===== config.mk =====
export PLATFORM = sky130hd
export DESIGN_NAME = usb_ls_rx
export DESIGN_NICKNAME = d
export VERILOG_FILES = /design/src/rtl/usb_ls_rx_pkg.sv /design/src/rtl/usb_ls_line_front.sv /design/src/rtl/usb_ls_rx_ctrl.sv /design/src/rtl/usb_ls_rx_deser.sv /design/src/rtl/usb_ls_rx.sv
export SDC_FILE = /design/constraint.sdc
export NUM_CORES = 1
export LEC_CHECK = 0
export BUFFER_PORTS_ARGS = -buffer_cell sky130_fd_sc_hd__buf_4
export CORE_MARGIN = 8
export CORE_UTILIZATION = 62
export CTS_BUF_LIST = sky130_fd_sc_hd__clkbuf_16
export DETAILED_ROUTE_END_ITERATION = 6
export GPL_TIMING_DRIVEN = 0
export PLACE_DENSITY = 0.82
export SLEW_MARGIN = 0
export SYNTH_ARGS = -nofsm -noshare
export SYNTH_HDL_FRONTEND = slang
export SYNTH_SLANG_ARGS = --single-unit

===== constraint.sdc =====
create_clock -name clk -period 3 [get_ports clk]
set_clock_uncertainty 0.15 [all_clocks]
set_input_delay 0.9 -clock clk [delete_from_list [all_inputs] [get_ports clk]]
set_output_delay 0.9 -clock clk [all_outputs]
set_load 0.01 [all_outputs]

===== src/rtl/usb_ls_rx_pkg.sv =====
// Shared types for the low-speed receiver.
// Assumes: bytes are eight bits wide.
package usb_ls_rx_pkg;
    localparam int BYTE_W = 8;

    typedef enum logic [2:0] {
        ST_IDLE,
        ST_CONFIRM,
        ST_HUNT,
        ST_RECV,
        ST_DRAIN
    } rx_state_t;
endpackage


===== src/rtl/usb_ls_line_front.sv =====
// Line front end: synchronizes both raw lines and classifies the line state.
// It also flags a J-to-K transition between consecutive clocks.
// Assumes: SYNC_STAGES >= 2, and the lines rest at J during reset.
module usb_ls_line_front #(
    parameter int SYNC_STAGES = 2
) (
    input  logic clk,
    input  logic rst_n,
    input  logic line_p,
    input  logic line_m,
    output logic is_k,
    output logic is_se0,
    output logic m_lvl,
    output logic jk_edge
);
    logic [SYNC_STAGES-1:0] p_ff;
    logic [SYNC_STAGES-1:0] m_ff;
    logic                   was_j;
    logic                   is_j;

    // Synchronizer chains plus a one-clock memory of the J state.
    always_ff @(posedge clk) begin
        if (!rst_n) begin
            p_ff  <= '0;
            m_ff  <= '1;
            was_j <= 1'b1;
        end else begin
            p_ff  <= {p_ff[SYNC_STAGES-2:0], line_p};
            m_ff  <= {m_ff[SYNC_STAGES-2:0], line_m};
            was_j <= is_j;
        end
    end

    // Line state decode from the last synchronizer stage.
    always_comb begin
        is_j    = !p_ff[SYNC_STAGES-1] &&  m_ff[SYNC_STAGES-1];
        is_k    =  p_ff[SYNC_STAGES-1] && !m_ff[SYNC_STAGES-1];
        is_se0  = !p_ff[SYNC_STAGES-1] && !m_ff[SYNC_STAGES-1];
        m_lvl   =  m_ff[SYNC_STAGES-1];
        jk_edge =  was_j && is_k;
    end

    AST_EDGE_SINGLE: assert property (@(posedge clk) disable iff (!rst_n)
        jk_edge |=> !jk_edge);
endmodule


===== src/rtl/usb_ls_rx_ctrl.sv =====
// Receive sequencer. It locks onto J-to-K transitions in the sync field and
// confirms the double K. It times the sync search, then emits one sampling
// strobe per bit near the bit centre until the packet ends or overflows.
// Assumes: OVS >= 4 and even; pkt_end/pkt_abort arrive one clock after a strobe.
module usb_ls_rx_ctrl
    import usb_ls_rx_pkg::*;
#(
    parameter int OVS     = 8,
    parameter int SYNC_TO = 16
) (
    input  logic clk,
    input  logic rst_n,
    input  logic is_k,
    input  logic is_se0,
    input  logic jk_edge,
    input  logic pkt_end,
    input  logic pkt_abort,
    output logic bit_stb,
    output logic rx_start,
    output logic sync_err
);
    localparam int CONF_AT = OVS + OVS / 2 - 1;
    localparam int PW      = $clog2(CONF_AT + 1);
    localparam int TW      = $clog2(SYNC_TO + 1);
    localparam logic [PW-1:0] PH_CONF = PW'(CONF_AT);
    localparam logic [PW-1:0] PH_LAST = PW'(OVS - 1);
    localparam logic [TW-1:0] TMO_END = TW'(SYNC_TO - 1);

    rx_state_t       state;
    logic [PW-1:0]   ph;
    logic [TW-1:0]   tmo;

    // Strobes decoded from the current state and phase.
    always_comb begin
        bit_stb  = (state == ST_RECV) && (ph == PH_LAST);
        rx_start = (state == ST_CONFIRM) && (ph == PH_CONF) && is_k;
    end

    // State, bit phase and sync timeout sequencing.
    always_ff @(posedge clk) begin
        if (!rst_n) begin
            state    <= ST_IDLE;
            ph       <= '0;
            tmo      <= '0;
            sync_err <= 1'b0;
        end else begin
            sync_err <= 1'b0;
            case (state)
                ST_IDLE: begin
                    if (jk_edge) begin
                        state <= ST_CONFIRM;
                        ph    <= '0;
                    end
                end
                ST_CONFIRM: begin
                    if (ph == PH_CONF) begin
                        ph  <= '0;
                        tmo <= '0;
                        state <= is_k ? ST_RECV : ST_HUNT;
                    end else begin
                        ph <= ph + 1'b1;
                    end
                end
                ST_HUNT: begin
                    if (jk_edge) begin
                        state <= ST_CONFIRM;
                        ph    <= '0;
                    end else if (tmo == TMO_END) begin
                        state    <= ST_IDLE;
                        sync_err <= 1'b1;
                    end else begin
                        tmo <= tmo + 1'b1;
                    end
                end
                ST_RECV: begin
                    if (pkt_abort) begin
                        state <= ST_DRAIN;
                    end else if (pkt_end) begin
                        state <= ST_IDLE;
                    end else begin
                        ph <= (ph == PH_LAST) ? '0 : ph + 1'b1;
                    end
                end
                ST_DRAIN: begin
                    if (is_se0) state <= ST_IDLE;
                end
                default: state <= ST_IDLE;
            endcase
        end
    end

    AST_SYNC_ERR_TO_IDLE: assert property (@(posedge clk) disable iff (!rst_n)
        sync_err |-> state == ST_IDLE);
    AST_STB_SPACED: assert property (@(posedge clk) disable iff (!rst_n)
        bit_stb |=> !bit_stb);
    AST_START_ENTERS_RECV: assert property (@(posedge clk) disable iff (!rst_n)
        rx_start |=> state == ST_RECV);
endmodule


===== src/rtl/usb_ls_rx_deser.sv =====
// Bit decoder and byte assembler. On each sampling strobe it checks for an
// end of packet, undoes NRZI, drops stuffed bits, shifts data in LSB first
// and enforces the per-packet byte limit.
// Assumes: rx_start and bit_stb are never high together.
module usb_ls_rx_deser
    import usb_ls_rx_pkg::*;
#(
    parameter int MAX_BYTES = 11,
    parameter int STUFF_RUN = 6
) (
    input  logic                           clk,
    input  logic                           rst_n,
    input  logic                           rx_start,
    input  logic                           bit_stb,
    input  logic                           m_lvl,
    input  logic                           is_se0,
    output logic [BYTE_W-1:0]              byte_data,
    output logic                           byte_valid,
    output logic                           pkt_done,
    output logic [$clog2(MAX_BYTES+1)-1:0] pkt_len,
    output logic                           err_ovf
);
    localparam int CW  = $clog2(MAX_BYTES + 1);
    localparam int PBW = $clog2(BYTE_W);
    localparam int OW  = $clog2(STUFF_RUN + 1);
    localparam logic [PBW-1:0] POS_LAST = PBW'(BYTE_W - 1);
    localparam logic [CW-1:0]  CNT_MAX  = CW'(MAX_BYTES);
    localparam logic [OW-1:0]  RUN_MAX  = OW'(STUFF_RUN);

    logic              prev_lvl;
    logic [OW-1:0]     ones;
    logic [BYTE_W-1:0] sh;
    logic [PBW-1:0]    pos;
    logic [CW-1:0]     cnt;
    logic              bit_val;
    logic [BYTE_W-1:0] sh_next;
    logic              last_slot;

    // NRZI decode and next shift value for the current sample.
    always_comb begin
        bit_val   = (m_lvl == prev_lvl);
        sh_next   = {bit_val, sh[BYTE_W-1:1]};
        last_slot = (pos == POS_LAST);
    end

    // Per-bit decode, unstuffing, byte completion and packet end handling.
    always_ff @(posedge clk) begin
        if (!rst_n) begin
            prev_lvl   <= 1'b0;
            ones       <= '0;
            sh         <= '0;
            pos        <= '0;
            cnt        <= '0;
            byte_data  <= '0;
            byte_valid <= 1'b0;
            pkt_done   <= 1'b0;
            pkt_len    <= '0;
            err_ovf    <= 1'b0;
        end else begin
            byte_valid <= 1'b0;
            pkt_done   <= 1'b0;
            err_ovf    <= 1'b0;
            if (rx_start) begin
                prev_lvl <= 1'b0;
                ones     <= OW'(1);
                sh       <= '0;
                pos      <= '0;
                cnt      <= '0;
            end else if (bit_stb) begin
                if (is_se0 && (pos != '0)) begin
                    pkt_done <= 1'b1;
                    pkt_len  <= cnt;
                end else begin
                    prev_lvl <= m_lvl;
                    if (ones == RUN_MAX) begin
                        ones <= '0;
                    end else begin
                        ones <= bit_val ? ones + 1'b1 : '0;
                        sh   <= sh_next;
                        pos  <= last_slot ? '0 : pos + 1'b1;
                        if (last_slot) begin
                            if (cnt == CNT_MAX) begin
                                err_ovf <= 1'b1;
                            end else begin
                                byte_valid <= 1'b1;
                                byte_data  <= sh_next;
                                cnt        <= cnt + 1'b1;
                            end
                        end
                    end
                end
            end
        end
    end

    AST_RUN_BOUND: assert property (@(posedge clk) disable iff (!rst_n)
        ones <= RUN_MAX);
    AST_COUNT_LIMIT: assert property (@(posedge clk) disable iff (!rst_n)
        byte_valid |-> cnt <= CNT_MAX);
    AST_END_ALONE: assert property (@(posedge clk) disable iff (!rst_n)
        pkt_done |-> !err_ovf && !byte_valid);
endmodule


===== src/rtl/usb_ls_rx.sv =====
// Low-speed USB receiver top: line front end, receive sequencer and
// bit decoder wired together. Outputs are registered one-clock pulses.
// Assumes: clk runs at OVS times the line bit rate.
module usb_ls_rx
    import usb_ls_rx_pkg::*;
#(
    parameter int OVS         = 8,
    parameter int MAX_BYTES   = 11,
    parameter int SYNC_TO     = 16,
    parameter int SYNC_STAGES = 2,
    parameter int STUFF_RUN   = 6
) (
    input  logic                           clk,
    input  logic                           rst_n,
    input  logic                           line_p,
    input  logic                           line_m,
    output logic [7:0]                     rx_byte,
    output logic                           rx_byte_vld,
    output logic                           rx_end,
    output logic [$clog2(MAX_BYTES+1)-1:0] rx_count,
    output logic                           rx_overflow,
    output logic                           rx_sync_err
);
    logic is_k;
    logic is_se0;
    logic m_lvl;
    logic jk_edge;
    logic bit_stb;
    logic rx_start;

    usb_ls_line_front #(.SYNC_STAGES(SYNC_STAGES)) u_front (
        .clk     (clk),
        .rst_n   (rst_n),
        .line_p  (line_p),
        .line_m  (line_m),
        .is_k    (is_k),
        .is_se0  (is_se0),
        .m_lvl   (m_lvl),
        .jk_edge (jk_edge)
    );

    usb_ls_rx_ctrl #(.OVS(OVS), .SYNC_TO(SYNC_TO)) u_ctrl (
        .clk       (clk),
        .rst_n     (rst_n),
        .is_k      (is_k),
        .is_se0    (is_se0),
        .jk_edge   (jk_edge),
        .pkt_end   (rx_end),
        .pkt_abort (rx_overflow),
        .bit_stb   (bit_stb),
        .rx_start  (rx_start),
        .sync_err  (rx_sync_err)
    );

    usb_ls_rx_deser #(.MAX_BYTES(MAX_BYTES), .STUFF_RUN(STUFF_RUN)) u_deser (
        .clk        (clk),
        .rst_n      (rst_n),
        .rx_start   (rx_start),
        .bit_stb    (bit_stb),
        .m_lvl      (m_lvl),
        .is_se0     (is_se0),
        .byte_data  (rx_byte),
        .byte_valid (rx_byte_vld),
        .pkt_done   (rx_end),
        .pkt_len    (rx_count),
        .err_ovf    (rx_overflow)
    );

    AST_ONE_EVENT: assert property (@(posedge clk) disable iff (!rst_n)
        $onehot0({rx_byte_vld, rx_end, rx_overflow, rx_sync_err}));
endmodule


==> results.sh <==
export IMPL_status="complete, no violations"
export IMPL_hold_class="reg -> reg"
export IMPL_ctsHtreeMaxLevel=2
export IMPL_fin_tns_setup_ns=0
export IMPL_grt_overflow=0
export IMPL_grt_pass1_wl_mm=9.08
export IMPL_intPower_uw=1120
export IMPL_place_ws_ns=0.536
export IMPL_drtIter0Drc=169
export IMPL_die_area_mm2=0.00599
export IMPL_via_per_inst=6.09
export IMPL_syn_nets=277
export IMPL_die_h_um=77.4
export IMPL_placed_area_mm2=0.00253
export IMPL_netlist_top_cells_area="dfxtp_1, nand3_1, a21oi_1, ha_1, mux2i_1"
export IMPL_async_flop_share=0
export IMPL_cts_root_buf="clkbuf_16"
export IMPL_max_cap_violations=0
export IMPL_cts_hold_buf=0
export IMPL_postCtsSetupBuffers=0
export IMPL_synth_top_cells_by_count="dfxtp_1, nand3_1, a21oi_1"
export IMPL_finalHoldViolCount=0
export IMPL_numCtsBuffers=5
export IMPL_grt_usage=0.181
export IMPL_ys_seq_area_frac=0.437
export IMPL_p_clk_frac=0.453
export IMPL_ys_flop_type="dfxtp_1"
export IMPL_fin_crit_sh=0.741
export IMPL_placementRows=22
export IMPL_wl_per_cell_um=15.6
export IMPL_clk_insertion_delay_late_ns=0.29
export IMPL_swShare=0.223
export IMPL_required_ns=3.03
export IMPL_min_period_ns=2.22
export IMPL_multiInputGateArea_mm2=0.00120
export IMPL_syn_avg_cell_area_um2=8.84
export IMPL_via_count=2060
export IMPL_netlist_instances=264
export IMPL_fillers=279
export IMPL_drv_slew=0
export IMPL_fin_cells=338
export IMPL_arrival_ns=2.25
export IMPL_n_antenna_cell=0
export IMPL_yosysTopAreaCellShare=0.437
export IMPL_synth_edf_count=0
export IMPL_seqPwrFrac=0.482
export IMPL_dp_hpwl_mm=3.60
export IMPL_synth_most_common_cell="dfxtp_1"
export IMPL_critPathMaxFanout=10
export IMPL_yosys_register_bits=51
export IMPL_cts_clk_slew_worst_paths_ns=0.07
export IMPL_rsz0062_at_grt="no"
export IMPL_io_pins=20
export IMPL_grt_pass1_vias=1987
export IMPL_wl_mm=5.26
export IMPL_core_area_mm2=0.00363
export IMPL_cts_sinks=51
export IMPL_ant_nets=0
export IMPL_port_buffer_count=18
export IMPL_die_width_um=77.4
export IMPL_synth_distinct_cells=48
export IMPL_netSwitchingPower_uw=320
export IMPL_drive_gt1_frac=0.131
export IMPL_combPwrFrac=0.065
export IMPL_syn_to_final_growth_pct=15.8
export IMPL_cts_tree="yes"
export IMPL_synth_largest_area_cell="dfxtp_1"
export IMPL_ys_warnings_count=0
export IMPL_final_setup_worst_slack_ns=0.776
export IMPL_fmax_mhz=450
export IMPL_place_gp_congestion=0.908
export IMPL_start_util=0.643
export IMPL_setup_violations_final=0
export IMPL_syn_area_mm2=0.00233
export IMPL_crit_type="reg -> reg"
export IMPL_maxSlewHeadroom=0.608
export IMPL_antenna_found_initial=0
export IMPL_drc_errors=0
export IMPL_fin_nets=302
export IMPL_post_cts_resized=0
export IMPL_crit_path_end_kind="flop"
export IMPL_clockBufferDepth=2
export IMPL_start_kind="flop"
export IMPL_fin_area_mm2=0.00270
export IMPL_dp_cells=330
export IMPL_ir_worst_vdd_mv=0.419
export IMPL_grt_max_degree=18
export IMPL_tightest_slew_ns=0.588
export IMPL_register_area_mm2=0.00102
export IMPL_p_leak_uw=0.00102
export IMPL_cellPowerDensity_mw_per_mm2=531
export IMPL_drt_first_pass_iters=4
## stage by stage
step	util	power, uW	hold WS (ns)
after floorplan	-	777	0.236
after global placement	0.696	796	0.242
after detailed placement	0.696	798	0.248
after CTS	0.744	1440	0.260
after global routing	0.744	1470	0.290
final	0.744	1430	0.254
## layer usage
metal,global-route usage,up-vias,wire length [um]
li1,-,1021,-
met3,0.0392,11,166
met5,0,-,0
met4,0.0811,0,106
met1,0.194,999,2210
met2,0.331,29,2780
## layout by cell type (no fill, tap or decap), drive strengths merged, types with 2 or more instances in the layout
master	instances
nand3	28
mux2i	9
o32ai	3
and3	6
nor4	2
o22ai	2
or4	2
dfxtp	51
a31o	2
a21oi	25
ha	9
nand2b	5
inv	12
nand4	2
o31ai	2
nor2	18
o211ai	3
o21ai	24
nand2	14
a211oi	3
nand3b	2
and2	5
clkbuf	14
buf	25
nor4bb	2
## sequential cells by signal, indices dropped and copies added (netlist names), 4 cells and up
| name | count |
|---|---|
| u_deser.sh | 7 |
| u_ctrl.ph | 4 |
| u_deser.byte_data | 8 |
| u_ctrl.tmo | 5 |
| u_deser.cnt | 4 |
| u_deser.pkt_len | 4 |
## worst max-delay path: stages, from the launching register on
cell and delay, ns:
dfxtp_1 0.37, ha_1 0.32, nor4bb_1 0.44, nand2_1 0.16, nand2_1 0.29, buf_2 0.30, nor2_1 0.07
## cells by family after synthesis
| family | count (synthesis) | synth area share |
|---|---|---|
| AO/OA/AOI/OAI | 71 | 0.195 |
| adder cells (fa/ha/maj) | 9 | 0.0482 |
| AND/OR/NAND/NOR | 96 | 0.228 |
| XOR/XNOR | 1 | 0.00375 |
| multiplexers | 9 | 0.0386 |
| buffers and inverters | 27 | 0.0498 |
| flip-flops | 51 | 0.437 |
## path summary, 6_finish.rpt
path | endpoint | start | cells after the start | slack, ns
setup / recovery | u_deser.prev_lvl | u_ctrl.ph[0] | 6 | 0.78
hold reg to reg | u_front.m_ff[1] | u_front.m_ff[0] | 1 | 0.25
setup reg to reg | u_deser.prev_lvl | u_ctrl.ph[0] | 6 | 0.78
hold / removal | u_front.m_ff[1] | u_front.m_ff[0] | 1 | 0.25
## power by group through the flow
stage / Sequential (uW) / Combinational [uW] / Clock, uW
6_report: 692 / 93.0 / 650
3_5_place_dp: 707 / 90.3 / 0
2_1_floorplan: 706 / 70.7 / 0
4_1_cts: 692 / 91.4 / 658
3_3_place_gp: 707 / 89.2 / 0
5_1_grt: 693 / 101 / 680
## layout make-up
class,count,share of cell area
multi-input cells,186,0.443
flip-flops and latches,51,0.378
repair buffers,18,0.0500
clock buffers,5,0.0463
plain buffers,16,0.0278
well taps,48,0.0222
clock inverters,3,0.0176
inverters,11,0.0153
Note: power is estimated with default switching activity, not from simulation.
